File: config.mk
export PLATFORM = sky130hd
export DESIGN_NAME = txhdr_formatter
export DESIGN_NICKNAME = d
export VERILOG_FILES = /design/src/rtl/txhdr_pkg.sv /design/src/rtl/txhdr_crc.sv /design/src/rtl/txhdr_remap.sv /design/src/rtl/txhdr_formatter.sv
export SDC_FILE = /design/constraint.sdc
export NUM_CORES = 1
export LEC_CHECK = 0
export ABC_AREA = 1
export ABC_CLOCK_PERIOD_IN_PS = 4080
export BUFFER_PORTS_ARGS = -buffer_cell sky130_fd_sc_hd__buf_4
export CORE_MARGIN = 1.5
export CORE_UTILIZATION = 62
export DETAILED_ROUTE_END_ITERATION = 10
export HOLD_SLACK_MARGIN = 0.03
export PLACE_DENSITY = 0.8
export SYNTH_ARGS = -nofsm -noshare
export SYNTH_HDL_FRONTEND = slang
export SYNTH_SLANG_ARGS = --single-unit
File: constraint.sdc
create_clock -name clk -period 4.08 [get_ports clk]
set_clock_uncertainty 0.05 [all_clocks]
set_input_delay 0.204 -clock clk [delete_from_list [all_inputs] [get_ports clk]]
set_output_delay 0.204 -clock clk [all_outputs]
set_load 0.1 [all_outputs]
File: src/rtl/txhdr_pkg.sv
// Package: shared constants, types and the quadlet-wide CRC step.
// Assumes bit 31 of a quadlet is its most significant bit and is sent first.
package txhdr_pkg;

    localparam int          QUAD_W   = 32;
    localparam int          NODE_W   = 16;
    localparam int          SPD_W    = 2;
    localparam logic [31:0] CRC_INIT = 32'hFFFF_FFFF;
    localparam logic [31:0] CRC_POLY = 32'h04C1_1DB7;

    // Sequencer states: waiting on a host quadlet, or on output space
    typedef enum logic [2:0] {
        ST_HOST0 = 3'd0,
        ST_HOST1 = 3'd1,
        ST_WIRE1 = 3'd2,
        ST_HOST2 = 3'd3,
        ST_CRC   = 3'd4
    } fmt_state_e;

    // Which output quadlet the remap stage produces
    typedef enum logic [1:0] {
        SEL_WIRE0 = 2'd0,
        SEL_WIRE1 = 2'd1,
        SEL_WIRE2 = 2'd2,
        SEL_CRC   = 2'd3
    } wsel_e;

    // Advances the CRC by one whole quadlet, MSB first, unrolled over 32 bits
    function automatic logic [31:0] crc_quad(input logic [31:0] crc_in,
                                             input logic [31:0] data);
        logic [31:0] c;
        logic        fb;
        c = crc_in;
        for (int i = 31; i >= 0; i--) begin
            fb = c[31] ^ data[i];
            c  = {c[30:0], 1'b0};
            if (fb) c = c ^ CRC_POLY;
        end
        return c;
    endfunction

endpackage

File: src/rtl/txhdr_crc.sv
// Module: header CRC register.
// Updates by one quadlet per cycle when update is high; clear (or reset)
// reloads the initial value. Assumes clear and update are never both high.
module txhdr_crc
    import txhdr_pkg::*;
#(
    parameter int          W    = QUAD_W,
    parameter logic [31:0] INIT = CRC_INIT
) (
    input  logic         clk,
    input  logic         rst_n,
    input  logic         clear,
    input  logic         update,
    input  logic [W-1:0] data,
    output logic [W-1:0] crc
);

    // Accumulates the running CRC over header quadlets
    always_ff @(posedge clk) begin
        if (!rst_n || clear) crc <= INIT[W-1:0];
        else if (update)     crc <= crc_quad(crc, data);
    end

endmodule

File: src/rtl/txhdr_remap.sv
// Module: combinational field remap from host layout to wire layout.
// Assumes the host's first quadlet low half and the offset high half were
// captured earlier; the live input supplies the destination ID and low offset.
module txhdr_remap
    import txhdr_pkg::*;
#(
    parameter int W  = QUAD_W,
    parameter int NW = NODE_W
) (
    input  wsel_e        sel,
    input  logic [W-1:0] in_word,
    input  logic [NW-1:0] node_id,
    input  logic [W-NW-1:0] ctl_fields,
    input  logic [W-NW-1:0] off_hi,
    input  logic [W-1:0] crc,
    output logic [W-1:0] wire_word
);

    // Selects and packs the quadlet for the current header position
    always_comb begin
        unique case (sel)
            SEL_WIRE0: wire_word = {in_word[W-1:W-NW], ctl_fields};
            SEL_WIRE1: wire_word = {node_id, off_hi};
            SEL_WIRE2: wire_word = in_word;
            default:   wire_word = crc;
        endcase
    end

endmodule

File: src/rtl/txhdr_formatter.sv
// Module: async request header formatter (top).
// Accepts three host quadlets and emits three wire header quadlets, then
// the CRC quadlet with out_last. It has one registered output stage.
// Assumes node_id is static during a packet.
module txhdr_formatter
    import txhdr_pkg::*;
#(
    parameter int W  = QUAD_W,
    parameter int NW = NODE_W,
    parameter int SW = SPD_W
) (
    input  logic          clk,
    input  logic          rst_n,
    input  logic [NW-1:0] node_id,
    input  logic          in_valid,
    output logic          in_ready,
    input  logic [W-1:0]  in_data,
    output logic          out_valid,
    input  logic          out_ready,
    output logic [W-1:0]  out_data,
    output logic          out_last,
    output logic [SW-1:0] out_speed
);

    localparam int LOW_W = W - NW;

    fmt_state_e      state, state_nxt;
    wsel_e           sel;
    logic            can_load, take, emit;
    logic [LOW_W-1:0] ctl_fields_q, off_hi_q;
    logic [SW-1:0]   speed_q;
    logic [W-1:0]    crc, wire_word;

    assign can_load  = !out_valid || out_ready;
    assign take      = in_valid && in_ready;
    assign out_speed = speed_q;

    // Decides readiness, output emission, remap select and next state
    always_comb begin
        in_ready  = 1'b0;
        emit      = 1'b0;
        sel       = SEL_CRC;
        state_nxt = state;
        unique case (state)
            ST_HOST0: begin
                in_ready = !(out_valid && out_last);
                if (take) state_nxt = ST_HOST1;
            end
            ST_HOST1: begin
                in_ready = can_load;
                sel      = SEL_WIRE0;
                emit     = take;
                if (take) state_nxt = ST_WIRE1;
            end
            ST_WIRE1: begin
                sel  = SEL_WIRE1;
                emit = can_load;
                if (can_load) state_nxt = ST_HOST2;
            end
            ST_HOST2: begin
                in_ready = can_load;
                sel      = SEL_WIRE2;
                emit     = take;
                if (take) state_nxt = ST_CRC;
            end
            default: begin
                sel  = SEL_CRC;
                emit = can_load;
                if (can_load) state_nxt = ST_HOST0;
            end
        endcase
    end

    // Advances the sequencer
    always_ff @(posedge clk) begin
        if (!rst_n) state <= ST_HOST0;
        else        state <= state_nxt;
    end

    // Captures host fields needed by later wire quadlets
    always_ff @(posedge clk) begin
        if (!rst_n) begin
            ctl_fields_q <= '0;
            off_hi_q     <= '0;
            speed_q      <= '0;
        end else if (take && state == ST_HOST0) begin
            ctl_fields_q <= in_data[LOW_W-1:0];
            speed_q      <= in_data[LOW_W+SW-1:LOW_W];
        end else if (take && state == ST_HOST1) begin
            off_hi_q     <= in_data[LOW_W-1:0];
        end
    end

    txhdr_remap #(.W(W), .NW(NW)) u_remap (
        .sel        (sel),
        .in_word    (in_data),
        .node_id    (node_id),
        .ctl_fields (ctl_fields_q),
        .off_hi     (off_hi_q),
        .crc        (crc),
        .wire_word  (wire_word)
    );

    txhdr_crc #(.W(W), .INIT(CRC_INIT)) u_crc (
        .clk    (clk),
        .rst_n  (rst_n),
        .clear  (emit && state == ST_CRC),
        .update (emit && state != ST_CRC),
        .data   (wire_word),
        .crc    (crc)
    );

    // Output register stage with valid/ready hold
    always_ff @(posedge clk) begin
        if (!rst_n) begin
            out_valid <= 1'b0;
            out_last  <= 1'b0;
            out_data  <= '0;
        end else if (emit) begin
            out_valid <= 1'b1;
            out_last  <= (state == ST_CRC);
            out_data  <= wire_word;
        end else if (out_ready) begin
            out_valid <= 1'b0;
            out_last  <= 1'b0;
        end
    end

    // Counts handshaken output beats within a packet for the last-flag check
    logic [1:0] beat_cnt;
    always_ff @(posedge clk) begin
        if (!rst_n)                      beat_cnt <= '0;
        else if (out_valid && out_ready) beat_cnt <= beat_cnt + 2'd1;
    end

    assert_reset_state_R1: assert property (@(posedge clk)
        !rst_n |=> (!out_valid && !out_last && state == ST_HOST0));

    assert_last_on_crc_R6: assert property (@(posedge clk) disable iff (!rst_n)
        out_valid |-> (out_last == (beat_cnt == 2'd3)));

    assert_speed_steady_R7: assert property (@(posedge clk) disable iff (!rst_n)
        (out_valid && $past(out_valid)) |-> $stable(out_speed));

    assert_hold_output_R8: assert property (@(posedge clk) disable iff (!rst_n)
        (out_valid && !out_ready) |=> (out_valid && $stable(out_data) && $stable(out_last)));

    assert_no_input_R9: assert property (@(posedge clk) disable iff (!rst_n)
        (out_valid && out_last) |-> !in_ready);

endmodule

# ---- Yosys cells after proc, flatten, opt, wreduce, memory -nomap -nowiden
# Cells that the tools add are included.
dict set report totals {
  mem_bits_rw 0
  mem_bits_ro 0
  latchBits 0
  input_bits 52
  reg_bits 103
  elab_cells 209
  out_inout_bits 37
  n_memories 0
}
dict set report op_classes {
  muxes 107
  n_eq_ne 11
  magnitude_cmp 0
  n_mul 0
  n_addsub 0
  div 0
  n_shift 0
  n_bitwise 65
  n_reduce_logical 18
}
# cell n
set ops {}
lappend ops {{$mux W32} 62}
lappend ops {{$mux W27} 32}
lappend ops {{$not A14 Y14} 32}
lappend ops {{$pmux W32 S3} 1}
lappend ops {{$xor A1 B1 Y1} 32}
lappend ops {{$mux W3} 5}
lappend ops {{$pmux W3 S4} 1}
lappend ops {{$ne A2 B2 Y1 const B} 4}
lappend ops {{$eq A3 B2 Y1 const B} 2}
lappend ops {{$logic_and A1 B1 Y1} 6}
lappend ops {{$pmux W2 S3} 1}
lappend ops {{$reduce_and A5 Y1} 1}
lappend ops {{$pmux W1 S2} 2}
lappend ops {{$reduce_bool A4 Y1} 1}
lappend ops {{$eq A3 B1 Y1 const B} 1}
lappend ops {{$eq A3 B3 Y1 const B} 1}
lappend ops {{$logic_not A1 Y1} 3}
lappend ops {{$logic_not A3 Y1} 1}
lappend ops {{$mux W1} 3}
lappend ops {{$ne A3 B3 Y1 const B} 1}
lappend ops {{$eq A2 B1 Y1 const B} 1}
lappend ops {{$eq A2 B2 Y1 const B} 1}
lappend ops {{$logic_not A2 Y1} 1}
lappend ops {{$logic_or A1 B1 Y1} 2}
lappend ops {{4 further kinds} 4}

# ---- Logic depth before layout (Yosys ltp)
# Gate-level depths: netlist of the first run.
dict set report depth {
  depth_word 130
  ltp_mapped 36
  depth_no_buf 34
}

# ---- Cells and area by module
# From an unflattened synthesis of the first run, not the netlist that was laid out.
dict set report hier_totals {
  cells_unflattened 1659
  area_unflattened_um2 10122.2
}
# mod cells_per_inst n_inst area_each_um2 seq_area_each_um2
set modules_own_cells {}
lappend modules_own_cells {txhdr_crc 1109 1 6277.3 640.6}
lappend modules_own_cells {txhdr_formatter 385 1 3035.4 1421.4}
lappend modules_own_cells {txhdr_remap 165 1 809.5 0.0}

# ---- Worst setup path before layout of the first run
# No wires, ideal clock.
dict set report synth_timing {
  path_type {reg2reg}
  startpoint {register state[1]}
  endpoint {register u_crc.crc[13]}
  setup_ns 0.058
  n_path_buf 4
  slack_ns -0.665
  synth_period_minus_slack_ns 4.745
  t_required_ns 3.972
  path_stages_with_launch 17
  arrival_ns 4.637
  path_cell_list {dfxtp_1 -> buf_6 -> nor2_4 -> nor2_8 -> buf_4 -> nand2_1 -> o21ai_0 -> nand2_1 -> clkinv_1 -> nand2_1 -> nand2_1 -> inv_1 -> a21oi_1 -> clkbuf_1 -> buf_2 -> nand3_1 -> nand2_1}
}
dict set report synth_via {
  word_cells_on_any_way 171
  classes_between {eq/ne: 7; mux: 98; bitwise: 59; reduce/logical: 7}
}
# item line_no
set synth_lines {}
lappend synth_lines {{from (decl)} txhdr_formatter.sv:27} ;# fmt_state_e state, state_nxt;
lappend synth_lines {{from (signal assigned)} txhdr_formatter.sv:77} ;# else state <= state_nxt;
lappend synth_lines {{$eq A3 B1 Y1 / $eq A3 B2 Y1 (equally long branches)} txhdr_formatter.sv:44} ;# unique case (state)
lappend synth_lines {{$reduce_or A2 Y1 (no line)} --}
lappend synth_lines {{$pmux W1 S2 (*)} txhdr_formatter.sv:44}
lappend synth_lines {{net in_ready} txhdr_formatter.sv:16} ;# output logic in_ready,
lappend synth_lines {{$logic_and A1 B1 Y1 (*)} txhdr_formatter.sv:35} ;# assign take = in_valid && in_ready;
lappend synth_lines {{$pmux W1 S2 (*)} txhdr_formatter.sv:44}
lappend synth_lines {{$logic_and A1 B1 Y1} txhdr_formatter.sv:107} ;# .clear (emit && state == ST_CRC),
lappend synth_lines {{$logic_or A1 B1 Y1} txhdr_crc.sv:20} ;# if (!rst_n || clear) crc <= INIT[W-1:0];
lappend synth_lines {{to (signal assigned)} txhdr_crc.sv:20}
lappend synth_lines {{to (signal assigned)} txhdr_crc.sv:21} ;# else if (update) crc <= crc_quad(crc, data);
lappend synth_lines {{to (decl)} txhdr_crc.sv:15} ;# output logic [W-1:0] crc
# The timed path passes the listed nets; every way through them passes the cells marked *. The select of a mux whose other input is x is not followed.
# A chain may end at the register's enable or synchronous reset.

# ---- Final worst setup path of the first run
dict set report layout_timing {
  startpoint {register state[0]}
  endpoint {register u_crc.crc[21]}
}
dict set report layout_via {
  elab_chain_cells 107
  word_cells_on_any_way 157
  classes_between {eq/ne: 7; mux: 98; bitwise: 45; reduce/logical: 7}
}
# item line_no
set layout_lines {}
lappend layout_lines {{$eq A3 B2 Y1 / $eq A3 B1 Y1 (equally long branches)} txhdr_formatter.sv:44}
lappend layout_lines {{$pmux W2 S3} txhdr_formatter.sv:44}
lappend layout_lines {{$eq A2 B2 Y1 (tied with other cells)} txhdr_remap.sv:21} ;# unique case (sel)
lappend layout_lines {{$pmux W32 S3} txhdr_remap.sv:21}
lappend layout_lines {{$xor A1 B1 Y1} txhdr_pkg.sv:35} ;# fb = c[31] ^ data[i];
lappend layout_lines {{$mux W27} txhdr_pkg.sv:37} ;# if (fb) c = c ^ CRC_POLY;
lappend layout_lines {{$mux W32} txhdr_crc.sv:21}
lappend layout_lines {{$mux W32} txhdr_crc.sv:20}
lappend layout_lines {{(+91 left out)} --}
lappend layout_lines {{$mux W32} txhdr_crc.sv:20}
lappend layout_lines {{$mux W27} txhdr_pkg.sv:37}
lappend layout_lines {{$mux W32} txhdr_crc.sv:21}
lappend layout_lines {{$mux W32} txhdr_crc.sv:20}
lappend layout_lines {{$mux W27} txhdr_pkg.sv:37}
lappend layout_lines {{$mux W32} txhdr_crc.sv:21}
lappend layout_lines {{$mux W32} txhdr_crc.sv:20}
lappend layout_lines {{$mux W27} txhdr_pkg.sv:37}
# Parallel ways exist; a longest one is shown, timed or not. The select of a mux whose other input is x is not followed.

==> results.ini, run 1 <==
[grt]
gr-usage-all-layers = 0.4124
number_of_global_route_vias_before_repair = 9811
antenna_found_initial = 0
grt_first_pass_wirelength_um = 53450
gr-total-overflow = 0
grt_max_degree = 40

[timing]
maxSlewHeadroom = 0.1687
worst_max_slew_pin_slew_ps = 1246
total_count_of_hold_check_failures_in_the_final_report = 0
timing.setup.tns_ps = 0
fin_crit_sh = 0.9678
report.final.slew_viol_count = 0
timing.final.setup_violations = 0
fmax_mhz = 253.3
setup_repair_after_global_routing_missed_its_margin = true
whs_ps = 51.87
period_needed_ps = 3949
setup_ws_ps = 131.4

[worst_hold_path]
holdCritPathClass = primary input to flop
worst_hold_path.num_cells = 4

[die]
die_w_um = 130.8
core_area_um2 = 15940
die_area_um2 = 17120
die_h_um = 130.8
placement_rows = 46
io-pin-count = 89
initial_utilization = 0.6355

[place]
dp.cells = 1929
pre_cts_ws_ps = -88.38
gp_congestion = 1.020
place.port_buffers = 88
hpwl_um = 27360

[layout]
synthToLayoutAreaGrowth_pct = 16.20
layoutNonFillerInstCount = 1969
final_layout_size_suffix_gt1_frac = 0.2282
insertedDiodeCount = 0
net_total_in_the_final_layout = 1800

[synth]
synth.avg_cell_area_um2 = 6.159
synth-warning-count = 0
syn_inst = 1645
netlist_area_um2 = 10130
synth_enable_flop_cells = 0
post_synth_num_cell_types = 46
ys_top_cells_by_area = sky130_fd_sc_hd__nand2_1 22%, sky130_fd_sc_hd__dfxtp_1 20%, sky130_fd_sc_hd__nand3_1 11%, sky130_fd_sc_hd__xor2_1 6.3%, sky130_fd_sc_hd__inv_1 4.5%
asyncSetResetFlopFracSynth = 0
yosys-mux-area-fraction = 0
post-synth-top-area-fraction = 0.2160
synth_fp_nets = 1697
sequential_to_total_area_share_from_yosys_stat = 0.2035
synthXorXnorAreaFrac = 0.1113
yosys_register_bits = 103
main_combinational_cell_family_by_area_after_synthesis = simple AND/OR/NAND/NOR gates
synth_area_leader_cell = sky130_fd_sc_hd__nand2_1
yosys.area_share.simple = 0.5012
arithmetic_cell_share_of_the_synthesized_area_counting_full_adders_half_adders_and_majority_gates = 0
synth_compound_gate_area_share = 0.08731
synth-main-ff-cell = sky130_fd_sc_hd__dfxtp_1

[worst_setup_path]
r2r.worst_path.cells = 27
required_time_at_the_worst_slack_endpoint_ps = 4270
critPathCaptureType = flop
critPathSlowestCell = sky130_fd_sc_hd__dfxtp_2
cp-start-kind = flop
critical-path-top-cell-by-count = sky130_fd_sc_hd__nand3_1
timing.critical_path.slowest_cell_delay_ps = 380
largest_fanout_on_the_critical_path = 20
setup.worst_path.class = flop to flop
critical_path_arrival_ps = 4140

[routing]
drt_pre_antenna_iters = 9
dr_total_vias = 11510
antenna_left = 0
drt_drc_violations_left = 0
drt-initial-drc-count = 1572
drt-vias-per-instance = 5.845
wl_per_cell_um = 18.21
detail_route.wirelength_um = 35860

[clock_network]
clkSlewWorstSetupHoldPaths_ps = 80
cts_buffers = 9
numClockSinks = 103
worstSkewPairLatency_ps = 370
cts_hold_buffers = 0
tritoncts = done
clock_tree.buffer_depth = 2
htree_levels = 3
cts_root_buf = sky130_fd_sc_hd__clkbuf_16

[run]
max_cap_viol_count = 0

[run_status]
status = completed

[worst max-delay path, delay by kind of cell, from the launching register on]
kind | cells | cell delay, ps
xor gates and xnor gates | 2 | 380
buffers and inverters | 7 | 770
DFF | 1 | 380
and+or+nand+nor | 18 | 2200
[cell type report]
type | count | area, um2
sequential | 103 | 2068
clock buffer | 10 | 229.0
inverter | 166 | 630.6
fill | 1436 | 4169
clock inverter | 6 | 86.33
timing repair buffer | 148 | 1165
tap | 216 | 270.3
multi-input combinational | 1320 | 7325
[per-layer routing]
| layer | up-vias | part of all wire | track usage | wire length [um] |
|---|---|---|---|---|
| met4 | 0 | 0.048 | 0.2004 | 1723 |
| met5 | - | 0 | 0 | 0 |
| met3 | 113 | 0.11 | 0.08632 | 3842 |
| met1 | 5214 | 0.40 | 0.5400 | 14300 |
| met2 | 700 | 0.45 | 0.6474 | 16000 |
| li1 | 5481 | - | - | - |
[registers in the layout (all words and copies together), names as in the netlist]
register	cells
out_speed	2
out_last	1
state	3
out_valid	1
off_hi_q	16
u_crc.crc	32
ctl_fields_q	16
out_data	32
[stage by stage]
stage / instance area (um2) / util
2_1_floorplan: 10130 / -
3_3_place_gp: 11040 / 0.6925
3_5_place_dp: 11040 / 0.6925
4_1_cts: 11360 / 0.7125
5_1_grt: 11770 / 0.7385
6_report: 11770 / 0.7385
[logic make-up after synthesis]
| family | Yosys count |
|---|---|
| xor+xnor | 118 |
| compound gates | 160 |
| buf+inv | 225 |
| simple gates | 1039 |
| flops | 103 |
[layout by cell type (no fill, tap or decap), drive strengths merged, types with 2 or more instances in the layout]
master,count
inv,168
nand3,263
o211ai,7
or2,10
clkbuf,10
nand2,684
a211oi,6
o21bai,11
nand4,28
xnor2,39
buf,148
a31oi,2
nor3,2
nand3b,9
a21oi,65
o21ai,64
xor2,79
nor2,46
a41oi,2
dfxtp,103
clkinv,3
[path summary, 6_finish.rpt]
check                  endpoint    startpoint  slack [ps]
setup reg to reg  u_crc.crc[21]      state[0]         130
setup / recovery  u_crc.crc[21]      state[0]         130
hold / removal         out_last     out_ready          50
hold reg to reg    off_hi_q[11]  off_hi_q[11]         400
[synthesized netlist by cell type, types with 2 or more instances]
cell / number
sky130_fd_sc_hd__xnor2_2: 4
sky130_fd_sc_hd__xor2_1: 73
sky130_fd_sc_hd__nand2_2: 67
sky130_fd_sc_hd__nand2_1: 583
sky130_fd_sc_hd__a211oi_1: 6
sky130_fd_sc_hd__a21oi_1: 65
sky130_fd_sc_hd__xor2_2: 6
sky130_fd_sc_hd__inv_1: 121
sky130_fd_sc_hd__nor2_4: 2
sky130_fd_sc_hd__nand3b_1: 8
sky130_fd_sc_hd__dfxtp_1: 103
sky130_fd_sc_hd__nand3_1: 232
sky130_fd_sc_hd__nand4_2: 3
sky130_fd_sc_hd__a31oi_1: 2
sky130_fd_sc_hd__buf_4: 4
sky130_fd_sc_hd__buf_6: 13
sky130_fd_sc_hd__nand2_4: 28
sky130_fd_sc_hd__or2_1: 5
sky130_fd_sc_hd__nand3_2: 29
sky130_fd_sc_hd__nand4_1: 25
sky130_fd_sc_hd__nand3_4: 2
sky130_fd_sc_hd__o21ai_0: 58
sky130_fd_sc_hd__buf_2: 5
sky130_fd_sc_hd__nor3_1: 2
sky130_fd_sc_hd__xnor2_1: 34
sky130_fd_sc_hd__nand2_8: 5
sky130_fd_sc_hd__o211ai_1: 7
sky130_fd_sc_hd__inv_4: 2
sky130_fd_sc_hd__a41oi_1: 2
sky130_fd_sc_hd__nor2_1: 38
sky130_fd_sc_hd__o21ai_1: 5
sky130_fd_sc_hd__nor2_8: 3
sky130_fd_sc_hd__or2_2: 5
sky130_fd_sc_hd__inv_2: 42
sky130_fd_sc_hd__clkbuf_1: 35
sky130_fd_sc_hd__o21bai_1: 11
[what timing repair did]
action	4_1_cts	5_1_grt
gates cloned	0	3
pin swaps	0	16
endpoints found under the setup margin	16	32
buffers inserted	0	21
resized for setup	1	49
Power of run 1 is left out: the tool's default activity adds up to more than one toggle a clock period on the data nets, which glitch-free logic cannot reach.
==> run 2, diff against run 1 <==
--- a/config.mk
+++ b/config.mk
@@ -6,7 +6,7 @@
 export NUM_CORES = 1
 export LEC_CHECK = 0
 export ABC_AREA = 1
-export ABC_CLOCK_PERIOD_IN_PS = 4080
+export ABC_CLOCK_PERIOD_IN_PS = 3650
 export BUFFER_PORTS_ARGS = -buffer_cell sky130_fd_sc_hd__buf_4
 export CORE_MARGIN = 1.5
 export CORE_UTILIZATION = 62
==> constraint.sdc (replaced) <==
create_clock -name clk -period 3.65 [get_ports clk]
set_clock_uncertainty 0.05 [all_clocks]
set_input_delay 0.1825 -clock clk [delete_from_list [all_inputs] [get_ports clk]]
set_output_delay 0.1825 -clock clk [all_outputs]
set_load 0.1 [all_outputs]
==> results.ini, run 2 <==
[run_status]
status = aborted with a tool error
last-stage-reached = 5_1_grt
error_message = [ERROR GRT-0232] Routing congestion too high. Check the congestion heatmap in the GUI.

[synth]
syn_inst = 1645
synth-warning-count = 0
netlist_area_um2 = 10130
synth_enable_flop_cells = 0
synth_area_leader_cell = sky130_fd_sc_hd__nand2_1
yosys_register_bits = 103
post_synth_num_cell_types = 46
ys_top_cells_by_area = sky130_fd_sc_hd__nand2_1 22%, sky130_fd_sc_hd__dfxtp_1 20%, sky130_fd_sc_hd__nand3_1 11%, sky130_fd_sc_hd__xor2_1 6.3%, sky130_fd_sc_hd__inv_1 4.5%
synth-main-ff-cell = sky130_fd_sc_hd__dfxtp_1
sequential_to_total_area_share_from_yosys_stat = 0.2035
yosys.cell_count.top_type = sky130_fd_sc_hd__nand2_1
synth_common_cells = 583 x sky130_fd_sc_hd__nand2_1, 232 x sky130_fd_sc_hd__nand3_1, 121 x sky130_fd_sc_hd__inv_1
synth_fp_nets = 1697
post-synth-top-area-fraction = 0.2160
synth.avg_cell_area_um2 = 6.159
asyncSetResetFlopFracSynth = 0

[grt]
gr-usage-all-layers = 0.8750
grt_max_degree = 77
gr-total-overflow = 321

[place]
hpwl_um = 29180
gp_congestion = 1.041
place.port_buffers = 88

[clock_network]
htree_levels = 3
cts_buffers = 9
numClockSinks = 103
clock_tree.buffer_depth = 2
cts_root_buf = sky130_fd_sc_hd__clkbuf_16

[timing]
globalroute.repair_timing.worst_endpoint = u_crc.crc[17]$_SDFFE_PP1P_/D
kind_of_the_worst_endpoint = register input

[die]
die_w_um = 130.8
placement_rows = 46
io-pin-count = 89
die_h_um = 130.8
initial_utilization = 0.6355

## run 2: cell counts after synthesis
Identical to the previous run, type by type.
## run 2: routing by layer
layer  global-route usage  GRT overflow
met2                1.020           186
met3               0.7549             3
met4               0.9554           118
met5               0.4118             1
met1               0.8395            13
## run 2: per-stage QoR
| step | setup TNS, ps | util | setup WS (ps) | cell area [um2] | instances |
|---|---|---|---|---|---|
| 2_1_floorplan | 0 | - | 360.1 | 10140 | 1645 |
| 3_5_place_dp | -4065 | 0.7720 | -265.1 | 12310 | 2089 |
| 4_1_cts | -85.18 | 0.8408 | -21.15 | 13400 | 2132 |
| 3_3_place_gp | -2065 | 0.7720 | -189.6 | 12310 | 2089 |
## run 2: cells by family after synthesis
group / share of synthesized area
xor gates and xnor gates: 0.1113
buffers and inverters: 0.09669
AOI/OAI and AO/OA: 0.08731
and+or+nand+nor: 0.5012
DFF: 0.2035
## run 2: what timing repair did
| item | 4_1_cts |
|---|---|
| hold buffers | 0 |
| setup buffers | 21 |
| endpoints found under the setup margin | 32 |
| resized for setup | 133 |
| pin swaps | 66 |
| gates cloned | 6 |
==> run 3, diff against run 2 <==
--- a/config.mk
+++ b/config.mk
@@ -9,10 +9,9 @@
 export ABC_CLOCK_PERIOD_IN_PS = 3650
 export BUFFER_PORTS_ARGS = -buffer_cell sky130_fd_sc_hd__buf_4
 export CORE_MARGIN = 1.5
-export CORE_UTILIZATION = 62
+export CORE_UTILIZATION = 40
 export DETAILED_ROUTE_END_ITERATION = 10
-export HOLD_SLACK_MARGIN = 0.03
-export PLACE_DENSITY = 0.8
+export PLACE_DENSITY_LB_ADDON = 0.15
 export SYNTH_ARGS = -nofsm -noshare
 export SYNTH_HDL_FRONTEND = slang
 export SYNTH_SLANG_ARGS = --single-unit
==> results.ini, run 3 (synthesis results as in run 1) <==
[run_status]
status = complete, but fails checks
failed_checks = setup timing

[timing]
fmax_mhz = 266.4
whs_ps = 12.01
setup_repair_after_global_routing_missed_its_margin = true
worst_max_slew_pin_slew_ps = 794.0
total_count_of_hold_check_failures_in_the_final_report = 0
period_needed_ps = 3753
report.final.slew_viol_count = 0
setup_ws_ps = -103.1
timing.final.setup_violations = 20
maxSlewHeadroom = 0.4694
fin_crit_sh = 1.028

[clock_network]
clock_tree.buffer_depth = 2
cts_buffers = 9
numClockSinks = 103
clkSlewWorstSetupHoldPaths_ps = 100
htree_levels = 3
tritoncts = done
cts_root_buf = sky130_fd_sc_hd__clkbuf_16
cts_hold_buffers = 0
worstSkewPairLatency_ps = 390

[worst_setup_path]
timing.critical_path.slowest_cell_delay_ps = 460
setup.worst_path.class = flop to flop
largest_fanout_on_the_critical_path = 8
required_time_at_the_worst_slack_endpoint_ps = 3930
r2r.worst_path.cells = 29
cp-start-kind = flop
critical_path_arrival_ps = 4030
critPathCaptureType = flop
critical-path-top-cell-by-count = sky130_fd_sc_hd__nand2_4
critPathSlowestCell = sky130_fd_sc_hd__dfxtp_4

[die]
io-pin-count = 89
die_h_um = 162.2
die_area_um2 = 26290
initial_utilization = 0.4047
die_w_um = 162.2
placement_rows = 58
core_area_um2 = 25040

[routing]
detail_route.wirelength_um = 43330
drt_drc_violations_left = 0
drt-initial-drc-count = 914
wl_per_cell_um = 18.48
drt_pre_antenna_iters = 5
dr_total_vias = 12440
antenna_left = 0
drt-vias-per-instance = 5.308

[grt]
gr-usage-all-layers = 0.3066
grt_max_degree = 44
number_of_global_route_vias_before_repair = 10990
grt_first_pass_wirelength_um = 61120
gr-total-overflow = 0
antenna_found_initial = 1

[worst_hold_path]
holdCritPathClass = primary input to flop
worst_hold_path.num_cells = 4

[place]
gp_congestion = 0.9727
dp.cells = 2248
place.port_buffers = 88
hpwl_um = 31710

[layout]
commonest_cells_after_routing_fill_and_taps_aside = 394 x sky130_fd_sc_hd__nand2_1, 348 x sky130_fd_sc_hd__buf_4, 162 x sky130_fd_sc_hd__nand3_1
layoutNonFillerInstCount = 2344
largest_registers = out_data (32), u_crc.crc (32)
final_layout_size_suffix_gt1_frac = 0.4779
filler_cell_count = 2198
net_total_in_the_final_layout = 2060
synthToLayoutAreaGrowth_pct = 61.03
final_common_cell = sky130_fd_sc_hd__nand2_1

[run]
max_cap_viol_count = 0

-- run 3: final cells by class --
| class | instances | area [um2] | share of cell area |
|---|---|---|---|
| antenna | 1 | 2.502 | 0.0001534 |
| clock buffer | 9 | 225.2 | 0.01380 |
| clock inverter | 7 | 101.3 | 0.006212 |
| inverter | 166 | 686.9 | 0.04210 |
| multi-input combinational | 1319 | 9392 | 0.5756 |
| sequential | 103 | 2073 | 0.1271 |
| tap | 330 | 412.9 | 0.02531 |
| timing repair buffer | 408 | 3417 | 0.2094 |
| timing repair inverter | 1 | 5.005 | 0.0003067 |
-- run 3: final timing paths --
path	slack [ps]	start	to
max	-100	state[0]	u_crc.crc[9]
min	10	out_ready	out_last
max reg2reg	-100	state[0]	u_crc.crc[9]
min reg2reg	410	off_hi_q[11]	off_hi_q[11]
-- run 3: timing repair --
item,4_1_cts,5_1_grt
setup buffers,40,37
gates cloned,2,2
pin swaps,106,110
endpoints found under the setup margin,32,32
resized for setup,203,376
-- run 3: critical path: cells and delay by family, from the launching register on --
kind / cells / cell delay (ps)
buffers and inverters: 5 / 710
DFF: 1 / 460
and+or+nand+nor: 24 / 2460
-- run 3: layer usage --
| layer | up-vias | share of wire | track usage |
|---|---|---|---|
| li1 | 5995 | - | - |
| met1 | 5851 | 0.42 | 0.4082 |
| met2 | 494 | 0.47 | 0.4934 |
| met3 | 102 | 0.065 | 0.04852 |
| met4 | 0 | 0.044 | 0.1264 |
| met5 | - | 0 | 0 |
-- run 3: metrics by stage --
step                utilization  worst slack, ps  instance area, um2  setup TNS [ps]
floorplan                     -            360.1               10140               0
global placement         0.5103           -373.0               12780           -8589
detailed placement       0.5103           -427.6               12780          -10350
CTS                      0.5746           -29.57               14390          -72.84
global route             0.6516           -241.7               16310           -5397
finish                   0.6517           -103.1               16320          -952.8
Power of run 3 is left out for the same reason.
